**src/rtl/dac_sel_pkg.sv**
```systemverilog
// Shared types for the output select controller.
// Assumes: output words are two's complement, so mid-scale is zero.
package dac_sel_pkg;

    // Output source chosen from the synchronised reset/bypass pair.
    typedef enum logic [1:0] {
        MODE_DIRECT = 2'd0,  // holding register on word strobe
        MODE_FILTER = 2'd1,  // filter output on filter strobe
        MODE_PARK   = 2'd2   // held at mid-scale every edge
    } out_mode_e;

    // Bit positions inside the synchronised control vector.
    localparam int CTL_BYP  = 0;
    localparam int CTL_MUTE = 1;
    localparam int CTL_FRST = 2;
    localparam int CTL_N    = 3;

endpackage

```
**src/rtl/ctl_sync.sv**
```systemverilog
// Multi-bit level synchroniser for slow, independent control pins.
// Each bit passes through STAGES flops. Reset loads RST_VAL.
// Assumes: bits are unrelated levels, so per-bit skew of one cycle is fine.
module ctl_sync #(
    parameter int          WIDTH   = 3,
    parameter int          STAGES  = 2,
    parameter logic [WIDTH-1:0] RST_VAL = '1
) (
    input  logic             clk,
    input  logic             rst_n,
    input  logic [WIDTH-1:0] async_in,
    output logic [WIDTH-1:0] sync_out
);

    logic [WIDTH-1:0] chain [STAGES];

    // First stage samples the raw pins.
    always_ff @(posedge clk) begin
        if (!rst_n) chain[0] <= RST_VAL;
        else        chain[0] <= async_in;
    end

    // Remaining stages settle metastability.
    for (genvar s = 1; s < STAGES; s++) begin : g_stage
        always_ff @(posedge clk) begin
            if (!rst_n) chain[s] <= RST_VAL;
            else        chain[s] <= chain[s-1];
        end
    end

    assign sync_out = chain[STAGES-1];

endmodule

```
**src/rtl/mode_decode.sv**
```systemverilog
// Decodes the synchronised filter-reset and bypass levels into the output
// mode, and gives the filter its run enable.
// Assumes: inputs are already in the bit-clock domain and active-low.
module mode_decode
    import dac_sel_pkg::*;
(
    input  logic      byp_s_n,
    input  logic      frst_s_n,
    output out_mode_e mode,
    output logic      filt_run
);

    // Truth table: bypass low is direct no matter the filter state.
    always_comb begin
        if (!byp_s_n)       mode = MODE_DIRECT;
        else if (frst_s_n)  mode = MODE_FILTER;
        else                mode = MODE_PARK;
    end

    // Filter runs unless shut down; bypass and mute never stop it.
    assign filt_run = frst_s_n;

endmodule

```
**src/rtl/out_latch.sv**
```systemverilog
// Output word register. It loads the selected source at its strobe,
// replaces the word with mid-scale while muted, and forces mid-scale
// on every edge in park mode.
// Assumes: strobes are single-cycle pulses in the bit-clock domain.
module out_latch
    import dac_sel_pkg::*;
#(
    parameter int         W   = 16,
    parameter logic [W-1:0] MID = '0
) (
    input  logic         clk,
    input  logic         rst_n,
    input  out_mode_e    mode,
    input  logic         mute_s_n,
    input  logic [W-1:0] hold_word,
    input  logic         word_upd,
    input  logic [W-1:0] filt_word,
    input  logic         filt_upd,
    output logic [W-1:0] dac_word,
    output logic         dac_load
);

    logic         sel_upd;
    logic [W-1:0] sel_word;
    logic [W-1:0] load_word;

    // Pick the strobe and the data word that belong to the active mode.
    always_comb begin
        unique case (mode)
            MODE_DIRECT: begin sel_upd = word_upd; sel_word = hold_word; end
            MODE_FILTER: begin sel_upd = filt_upd; sel_word = filt_word; end
            default:     begin sel_upd = 1'b0;     sel_word = MID;       end
        endcase
    end

    // Mute replaces the data at the update, without touching the sources.
    assign load_word = mute_s_n ? sel_word : MID;

    // Register the output word and the load pulse.
    always_ff @(posedge clk) begin
        if (!rst_n) begin
            dac_word <= MID;
            dac_load <= 1'b0;
        end else if (mode == MODE_PARK) begin
            dac_word <= MID;
            dac_load <= 1'b0;
        end else begin
            dac_load <= sel_upd;
            if (sel_upd) dac_word <= load_word;
        end
    end

endmodule

```
**src/rtl/dac_out_select.sv**
```systemverilog
// Top of the output select controller. It synchronises the three
// active-low control pins, decodes the mode and drives the output latch.
// Assumes: clk is the continuous bit clock; the strobes come from the
// serial capture and the filter, already in the clk domain.
module dac_out_select
    import dac_sel_pkg::*;
#(
    parameter int         W         = 16,
    parameter int         SYNC_DEPTH = 2,
    parameter logic [W-1:0] MID     = '0
) (
    input  logic         clk,
    input  logic         rst_n,
    input  logic         bypass_n,
    input  logic         mute_n,
    input  logic         filt_rst_n,
    input  logic [W-1:0] hold_word,
    input  logic         word_upd,
    input  logic [W-1:0] filt_word,
    input  logic         filt_upd,
    output logic [W-1:0] dac_word,
    output logic         dac_load,
    output logic         filt_en
);

    logic [CTL_N-1:0] ctl_raw;
    logic [CTL_N-1:0] ctl_s;
    logic             byp_s;
    logic             mute_s;
    logic             frst_s;
    out_mode_e        mode;

    // Gather the pins into one vector for the synchroniser.
    always_comb begin
        ctl_raw           = '1;
        ctl_raw[CTL_BYP]  = bypass_n;
        ctl_raw[CTL_MUTE] = mute_n;
        ctl_raw[CTL_FRST] = filt_rst_n;
    end

    ctl_sync #(
        .WIDTH  (CTL_N),
        .STAGES (SYNC_DEPTH),
        .RST_VAL({CTL_N{1'b1}})
    ) sync_i (
        .clk     (clk),
        .rst_n   (rst_n),
        .async_in(ctl_raw),
        .sync_out(ctl_s)
    );

    assign byp_s  = ctl_s[CTL_BYP];
    assign mute_s = ctl_s[CTL_MUTE];
    assign frst_s = ctl_s[CTL_FRST];

    mode_decode dec_i (
        .byp_s_n (byp_s),
        .frst_s_n(frst_s),
        .mode    (mode),
        .filt_run(filt_en)
    );

    out_latch #(
        .W  (W),
        .MID(MID)
    ) latch_i (
        .clk      (clk),
        .rst_n    (rst_n),
        .mode     (mode),
        .mute_s_n (mute_s),
        .hold_word(hold_word),
        .word_upd (word_upd),
        .filt_word(filt_word),
        .filt_upd (filt_upd),
        .dac_word (dac_word),
        .dac_load (dac_load)
    );

endmodule

```
**config.mk**
```make
export PLATFORM = sky130hd
export DESIGN_NAME = dac_out_select
export DESIGN_NICKNAME = d
export VERILOG_FILES = /design/src/rtl/dac_sel_pkg.sv /design/src/rtl/ctl_sync.sv /design/src/rtl/mode_decode.sv /design/src/rtl/out_latch.sv /design/src/rtl/dac_out_select.sv
export SDC_FILE = /design/constraint.sdc
export NUM_CORES = 1
export LEC_CHECK = 0
export ABC_AREA = 1
export BUFFER_PORTS_ARGS = -buffer_cell sky130_fd_sc_hd__buf_2
export CORE_ASPECT_RATIO = 0.9
export CORE_UTILIZATION = 50
export CTS_BUF_LIST = sky130_fd_sc_hd__clkbuf_4 sky130_fd_sc_hd__clkbuf_8
export CTS_CLUSTER_DIAMETER = 60
export DETAILED_ROUTE_END_ITERATION = 10
export PLACE_DENSITY = 0.95
export SLEW_MARGIN = 15
export SYNTH_ARGS = -nofsm -noshare
export SYNTH_HDL_FRONTEND = slang
export SYNTH_SLANG_ARGS = --single-unit
```
**constraint.sdc**
```tcl
create_clock -name clk -period 1.8 [get_ports clk]
set_input_delay 0.09 -clock clk [delete_from_list [all_inputs] [get_ports clk]]
set_output_delay 0.09 -clock clk [all_outputs]
set_load 0.03 [all_outputs]
```
==> results of run 1 <==
power by group:
group,total (mW),switching [mW],internal [mW]
registers,0.559,0.0203,0.538
logic,0.247,0.150,0.0976
clock network,0.235,0.152,0.0830
total,1.04,0.322,0.719
cell type report:
class	instances	area (µm²)	share of cell area (%)
well taps	25	31.3	2.20
flip-flops and latches	23	460	32.3
repair buffers	64	350	24.6
inverters	8	37.5	2.64
multi-input cells	107	517	36.3
clock inverters	1	5.00	0.351
clock buffers	3	22.5	1.58
state kept, by name, summed over array words and instances, names as in the netlist:
signal and flops:
sync_i.chain 6, latch_i.dac_word 16, latch_i.dac_load 1
cell usage in the layout (no fill, tap or decap), drive strengths merged:
cell / instances
a21oi: 16
buf: 60
clkbuf: 3
clkinv: 1
dfxtp: 23
dlygate4sd3: 4
inv: 8
nand2: 56
nand3: 33
nor2: 1
o21ai: 1
per-stage QoR:
stage | power (mW) | hold WS [ns]
2_1_floorplan | 0.736 | 0.175
3_3_place_gp | 0.807 | 0.259
3_5_place_dp | 0.810 | 0.267
4_1_cts | 1.05 | 0.00356
5_1_grt | 1.10 | 0.133
6_report | 1.04 | 0.134
synth_stat cells:
cell / instances
nor2_1: 1
nand3_1: 33
dfxtp_1: 23
inv_1: 6
o21ai_2: 1
buf_6: 5
buf_1: 1
buf_4: 1
inv_4: 1
inv_6: 1
clkbuf_1: 1
nand2_4: 2
a21oi_1: 7
buf_2: 3
a21oi_2: 9
nand2_1: 54
critical path, stage by stage, from the launching register on:
cell     delay [ns]
dfxtp_1        0.54
inv_4          0.16
nand2_4        0.09
nand2_4        0.13
inv_6          0.15
nand2_1        0.09
a21oi_2        0.13
worst min-delay path by stage:
stage                  from             endpoint  slack (ns)  cells after the start
4_1_cts               rst_n   sync_i.chain[0][2]       0.004                      2
3_3_place_gp     filt_rst_n   sync_i.chain[0][2]        0.26                      3
6_report       hold_word[6]  latch_i.dac_word[6]        0.13                      5
5_1_grt        hold_word[9]  latch_i.dac_word[9]        0.13                      5
2_1_floorplan      bypass_n   sync_i.chain[0][0]        0.17                      2
3_5_place_dp     filt_rst_n   sync_i.chain[0][2]        0.27                      3
per-layer routing:
layer  vias up  track usage, %
met5         -               0
met4         0            4.86
met3         0            7.26
met2        48            36.9
met1       501            31.4
li1        594               -
timing repair:
| action | 4_1_cts | 5_1_grt |
|---|---|---|
| gates resized for setup | 0 | 0 |
| endpoints found under the hold margin | 3 | 2 |
| hold buffers | 3 | 1 |
kinds of logic after synthesis:
family,Yosys count
buf+inv,19
flops,23
compound gates,17
simple gates,90
==> impl_metrics.csv, run 1 <==
group,metric,value,unit
outcome,run_status,"completed",
die,die_w,51.5,µm
sta,skew,0.00618,ns
die,core,0.00199,mm²
layout,drive_above_1_share,37.9,%
worst_setup_path,crit_type,"reg2reg",
clocking,cts_setup_buffers,0,
logic_synthesis,syn_avg_cell_area,7.39,µm²
sta,rsz0062_at_grt,"false",
logic_synthesis,yosysTopAreaCell,"dfxtp_1",
worst_setup_path,r2r_setup_slack,0.45,ns
global_route,antenna_found_initial,0,
placement,place.gp.congestion,0.813,
logic_synthesis,syn_inst,149,
logic_synthesis,synth_compound_area_share,11.1,%
die,start_util,55.3,%
worst_setup_path,crit_arrival,1.61,ns
clocking,cts_buffers,3,
worst_setup_path,worstPathRequired,2.06,ns
die,dieArea,0.00239,mm²
logic_synthesis,syn-num-nets,188,
logic_synthesis,syn_area,0.00110,mm²
logic_synthesis,yosysWarnings,0,
logic_synthesis,ys_seq_elements,23,
detailed_routing,dr.pass1.iters,4,
die,die_y,46.5,µm
clocking,root_buffer,"clkbuf_4",
sta,slew_headroom,66.9,%
placement,place_hpwl,1870,µm
pwr,leakagePower,0.751,nW
layout,fin_nets,246,
global_route,grt_first_pass_wirelength,4110,µm
logic_synthesis,muxShareOfSynthArea,0,%
layout,fin_util,71.6,%
sta,setup_viol,0,
detailed_routing,drtIter0Drc,19,
logic_synthesis,synth_top_family_by_area,"simple AND/OR/NAND/NOR gates",
logic_synthesis,synth-xor-area-share,0,%
global_route,grt_pass1_vias,954,
clocking,cts_tree,"built",
clocking,h-tree-depth,1,
worst_setup_path,rr_startpoint,"sync_i.chain[1][0]",
die,pin_count,57,
detailed_routing,wl,2540,µm
clocking,clock_path_buffers,2,
layout,synthToLayoutAreaGrowth,29.3,%
sta,fin_ws,0.445,ns
worst_setup_path,worstSetupStartpoint,"sync_i.chain[1][0]",
detailed_routing,ant_nets,0,
pwr,power_density,731,mW/mm²
logic_synthesis,seq_area_frac_synth,41.8,%
logic_synthesis,synth_top_area_share,41.8,%
pwr,ir_drop,515,µV
detailed_routing,met2WireLength,1170,µm
layout,nFillCells,180,
global_route,grt_usage,23.3,%
placement,port_buffers,56,
job,max_cap_violations,0,
worst_hold_path,min_path_type,"in2reg",
logic_synthesis,synthTopCellsByArea,"dfxtp_1 42%, nand2_1 18%, nand3_1 15%",
detailed_routing,wl_met1,1190,µm
die,row_count,15,
logic_synthesis,yosysUniqueCellTypes,16,
placement,placed_cell_area,0.00136,mm²
detailed_routing,via_count,1143,
worst_setup_path,critPathCaptureType,"register",
global_route,grt_max_degree,19,
worst_setup_path,rr_endpoint,"latch_i.dac_word[14]",
global_route,grt_remaining_overflow,0,
detailed_routing,top_layer,"met3",
sta,finalMaxSlewViolations,0,
detailed_routing,wl_met3,177,µm
placement,dp_slack,0.468,ns
sta,hold_violations,0,
detailed_routing,wire_per_inst,11.0,µm
logic_synthesis,synth-simple-area-share,35.8,%
worst_setup_path,cp_max_fo,18,
placement,place_inst,223,
detailed_routing,viasPerCell,4.95,
clocking,path_clk_slew,0.13,ns
worst_setup_path,critPathLaunchType,"register",
worst_setup_path,r2r_cells,6,
detailed_routing,route.detailed.drc,0,
clocking,clk_latency,0.31,ns
layout,final_cells,231,
worst_setup_path,crit_path_end,"latch_i.dac_word[14]",
sta,fin_crit,1.35,ns
sta,worst_pin_slew,0.495,ns
clocking,cts.sinks,23,
sta,fin_setup_tns,0,ns
sta,fmax,0.738,GHz
logic_synthesis,synthAdderAreaFrac,0,%
sta,period_share,75.3,%
layout,n_antenna_cell,0,
layout,finalInstanceArea,0.00142,mm²
(Power assumes the default switching activity.)
==> inputs of run 2 (changes only) <==
ABC_AREA = 0   (was 1)
CORE_UTILIZATION = 48   (was 50)
PLACE_DENSITY = 0.92   (was 0.95)
clock period = 1.3 ns   (was 1.8 ns; I/O delays follow)
==> run 2 against run 1 <==
  * Via count rose by 13%
  * Sequential power rose by 37%
  * Wire length rose by 42%
  * Global-route usage rose by 1.2 points
  * Total power rose by 49%
  * Worst hold slack improved by 0.053 ns
  * Clock power rose by 45%
  * Register-to-register slack got worse by 0.41 ns
  * First-iteration DRC count rose by 110%
  * Setup slack got worse by 0.41 ns
  * Die area rose by 20%
  * Synthesized area rose by 16%
  * Critical endpoint is now latch_i.dac_word[15]
==> impl_metrics.csv, run 2 <==
group,metric,value,unit
outcome,run_status,"completed",
detailed_routing,wire_per_inst,15.7,µm
global_route,grt_remaining_overflow,0,
worst_setup_path,crit_type,"reg2reg",
worst_hold_path,min_path_cells,4,
detailed_routing,drtIter0Drc,39,
layout,multi_input_area,707,µm²
logic_synthesis,synth_top_area_share,36.1,%
worst_hold_path,min_path_type,"in2reg",
worst_setup_path,crit_arrival,1.49,ns
worst_setup_path,r2r_cells,6,
layout,top_regs,"latch_i.dac_word x16, sync_i.chain x6, latch_i.dac_load x1",
clocking,cts.sinks,23,
logic_synthesis,synthTopCellsByCount,"23 x dfxtp_1, 17 x nand3_1, 16 x and3_1, 16 x nor2b_1",
global_route,antenna_found_initial,0,
worst_hold_path,min_from,"word_upd",
detailed_routing,ant_nets,0,
clocking,h-tree-depth,1,
die,pin_count,57,
logic_synthesis,synth-edff-count,0,
worst_setup_path,rr_startpoint,"sync_i.chain[1][0]",
worst_setup_path,cp_max_fo,14,
logic_synthesis,syn_area,0.00127,mm²
job,max_cap_violations,0,
sta,period_share,97.6,%
sta,setup_viol,0,
worst_hold_path,hold_end,"latch_i.dac_load",
clocking,root_buffer,"clkbuf_4",
layout,seqCellArea,463,µm²
die,die_y,50.9,µm
die,core,0.00249,mm²
pwr,power_density,878,mW/mm²
layout,fin_nets,242,
detailed_routing,viasPerCell,5.63,
pwr,power,1.55,mW
detailed_routing,wl,3620,µm
logic_synthesis,yosysMostFrequentCell,"dfxtp_1",
placement,port_buffers,56,
clocking,path_clk_slew,0.13,ns
layout,synthToLayoutAreaGrowth,39.1,%
logic_synthesis,syn_avg_cell_area,9.72,µm²
detailed_routing,route.detailed.drc,0,
global_route,grt_usage,24.5,%
worst_setup_path,cp_common_cell,"buf_6",
clocking,clk_latency,0.32,ns
global_route,grt_pass1_vias,1228,
worst_setup_path,worstPathRequired,1.52,ns
placement,placed_cell_area,0.00155,mm²
logic_synthesis,syn-num-nets,170,
worst_setup_path,slowest_stage,"dfxtp_2",
die,dieArea,0.00286,mm²
detailed_routing,via_count,1296,
layout,n_antenna_cell,0,
worst_setup_path,critPathMaxStageDelay,0.36,ns
die,row_count,17,
logic_synthesis,synthFlopType,"dfxtp_1",
global_route,grt_first_pass_wirelength,5460,µm
worst_setup_path,rr_endpoint,"latch_i.dac_word[15]",
sta,fmax,0.788,GHz
logic_synthesis,seq_area_frac_synth,36.1,%
placement,place.gp.congestion,0.851,
layout,largest_register,"latch_i.dac_word",
logic_synthesis,ys_seq_elements,23,
clocking,cts_buffers,3,
logic_synthesis,syn_inst,131,
placement,place_hpwl,2440,µm
layout,finalInstanceArea,0.00177,mm²
die,start_util,51.2,%
pwr,ir_drop,650,µV
sta,fin_crit,1.27,ns
clocking,clock_path_buffers,2,
detailed_routing,dr.pass1.iters,4,
worst_setup_path,cp_top_family,"buffers and inverters",
worst_setup_path,r2r_setup_slack,0.03,ns
sta,skew,0.00409,ns
logic_synthesis,yosysTopAreaCell,"dfxtp_1",
sta,slew_headroom,85.0,%
worst_setup_path,crit_buf_inv,4,
worst_setup_path,cp_cell_sequence,"buf_4 -> buf_6 -> inv_1 -> o21ai_4 -> buf_6 -> a21oi_1",
logic_synthesis,async_flop_share,0,%
worst_setup_path,critPathLaunchType,"register",
logic_synthesis,yosysWarnings,0,
logic_synthesis,yosysUniqueCellTypes,18,
sta,fin_setup_tns,0,ns
logic_synthesis,synthTopCellsByArea,"dfxtp_1 36%, o221ai_2 12%, and3_1 7.9%",
sta,worst_pin_slew,0.225,ns
clocking,cts_tree,"built",
layout,drive_above_1_share,52.5,%
layout,layout_common_cells,"56 x buf_2, 21 x dfxtp_1, 17 x nand3_1",
die,die_w,56.3,µm
layout,nFillCells,185,
sta,hold_violations,0,
worst_setup_path,critPathCaptureType,"register",
sta,finalMaxSlewViolations,0,
layout,largest_reg_flops,16,
layout,final_common_cell,"buf_2",
pwr,leakagePower,0.781,nW
global_route,grt_max_degree,18,
## run 2: where the power goes
part           total, mW  internal, mW  switching (mW)  leakage (nW)
registers          0.767         0.746          0.0214         0.188
logic              0.447         0.210           0.237         0.575
clock network      0.341         0.115           0.225        0.0177
total               1.55          1.07           0.484         0.781
## run 2: cells by family (layout without fill, tap and decap cells)
| family | after synthesis | after routing | share of synthesized area, % |
|---|---|---|---|
| AO/OA/AOI/OAI | 34 | 34 | 26.2 |
| flip-flops | 23 | 23 | 36.1 |
| buffers and inverters | 16 | 87 | 10.2 |
| AND/OR/NAND/NOR | 58 | 58 | 27.4 |
## run 2: final cells by class
type	instances	area share, %
inverters	1	0.212
flip-flops and latches	23	26.1
well taps	28	1.98
clock inverters	1	0.282
clock buffers	3	1.27
multi-input cells	92	39.9
repair buffers	82	30.2
## run 2: tightest hold or removal path: stages
cell and delay (ns):
buf_2 0.13, nand2b_4 0.08, buf_6 0.14, a21oi_1 0.07
## run 2: worst max path at each step
stage / from / endpoint / cells past startpoint
CTS: sync_i.chain[1][0] / latch_i.dac_word[13] / 6
global placement: sync_i.chain[1][0] / latch_i.dac_word[15] / 3
floorplan: sync_i.chain[1][2] / latch_i.dac_word[10] / 6
detailed placement: sync_i.chain[1][0] / latch_i.dac_word[5] / 3
global route: sync_i.chain[1][0] / latch_i.dac_word[5] / 6
finish: sync_i.chain[1][0] / latch_i.dac_word[15] / 6
## run 2: what timing repair did
| action | in CTS | in global routing |
|---|---|---|
| buffers inserted | 0 | 6 |
| hold buffers | 7 | 0 |
| cloned | 0 | 1 |
| hold endpoints to repair | 6 | 0 |
| resized for setup | 4 | 11 |
| setup endpoints to repair | 16 | 17 |
| pin swaps | 0 | 2 |
## run 2: per-stage QoR
step	setup slack, ns	hold slack, ns	std cells	util [%]
floorplan	0.0284	0.138	131	-
global placement	-0.121	0.245	212	62.4
detailed placement	-0.225	0.254	212	62.4
CTS	0.00520	0.210	223	66.9
global route	-0.0325	0.182	230	71.2
finish	0.0316	0.187	230	71.2
## run 2: routing by layer
layer | track usage [%] | vias up | part of all wire, %
met5 | 0 | - | 0
met2 | 41.9 | 59 | 50
met3 | 3.80 | 9 | 6.5
li1 | - | 625 | -
met1 | 30.5 | 603 | 42
met4 | 11.8 | 0 | 1.6
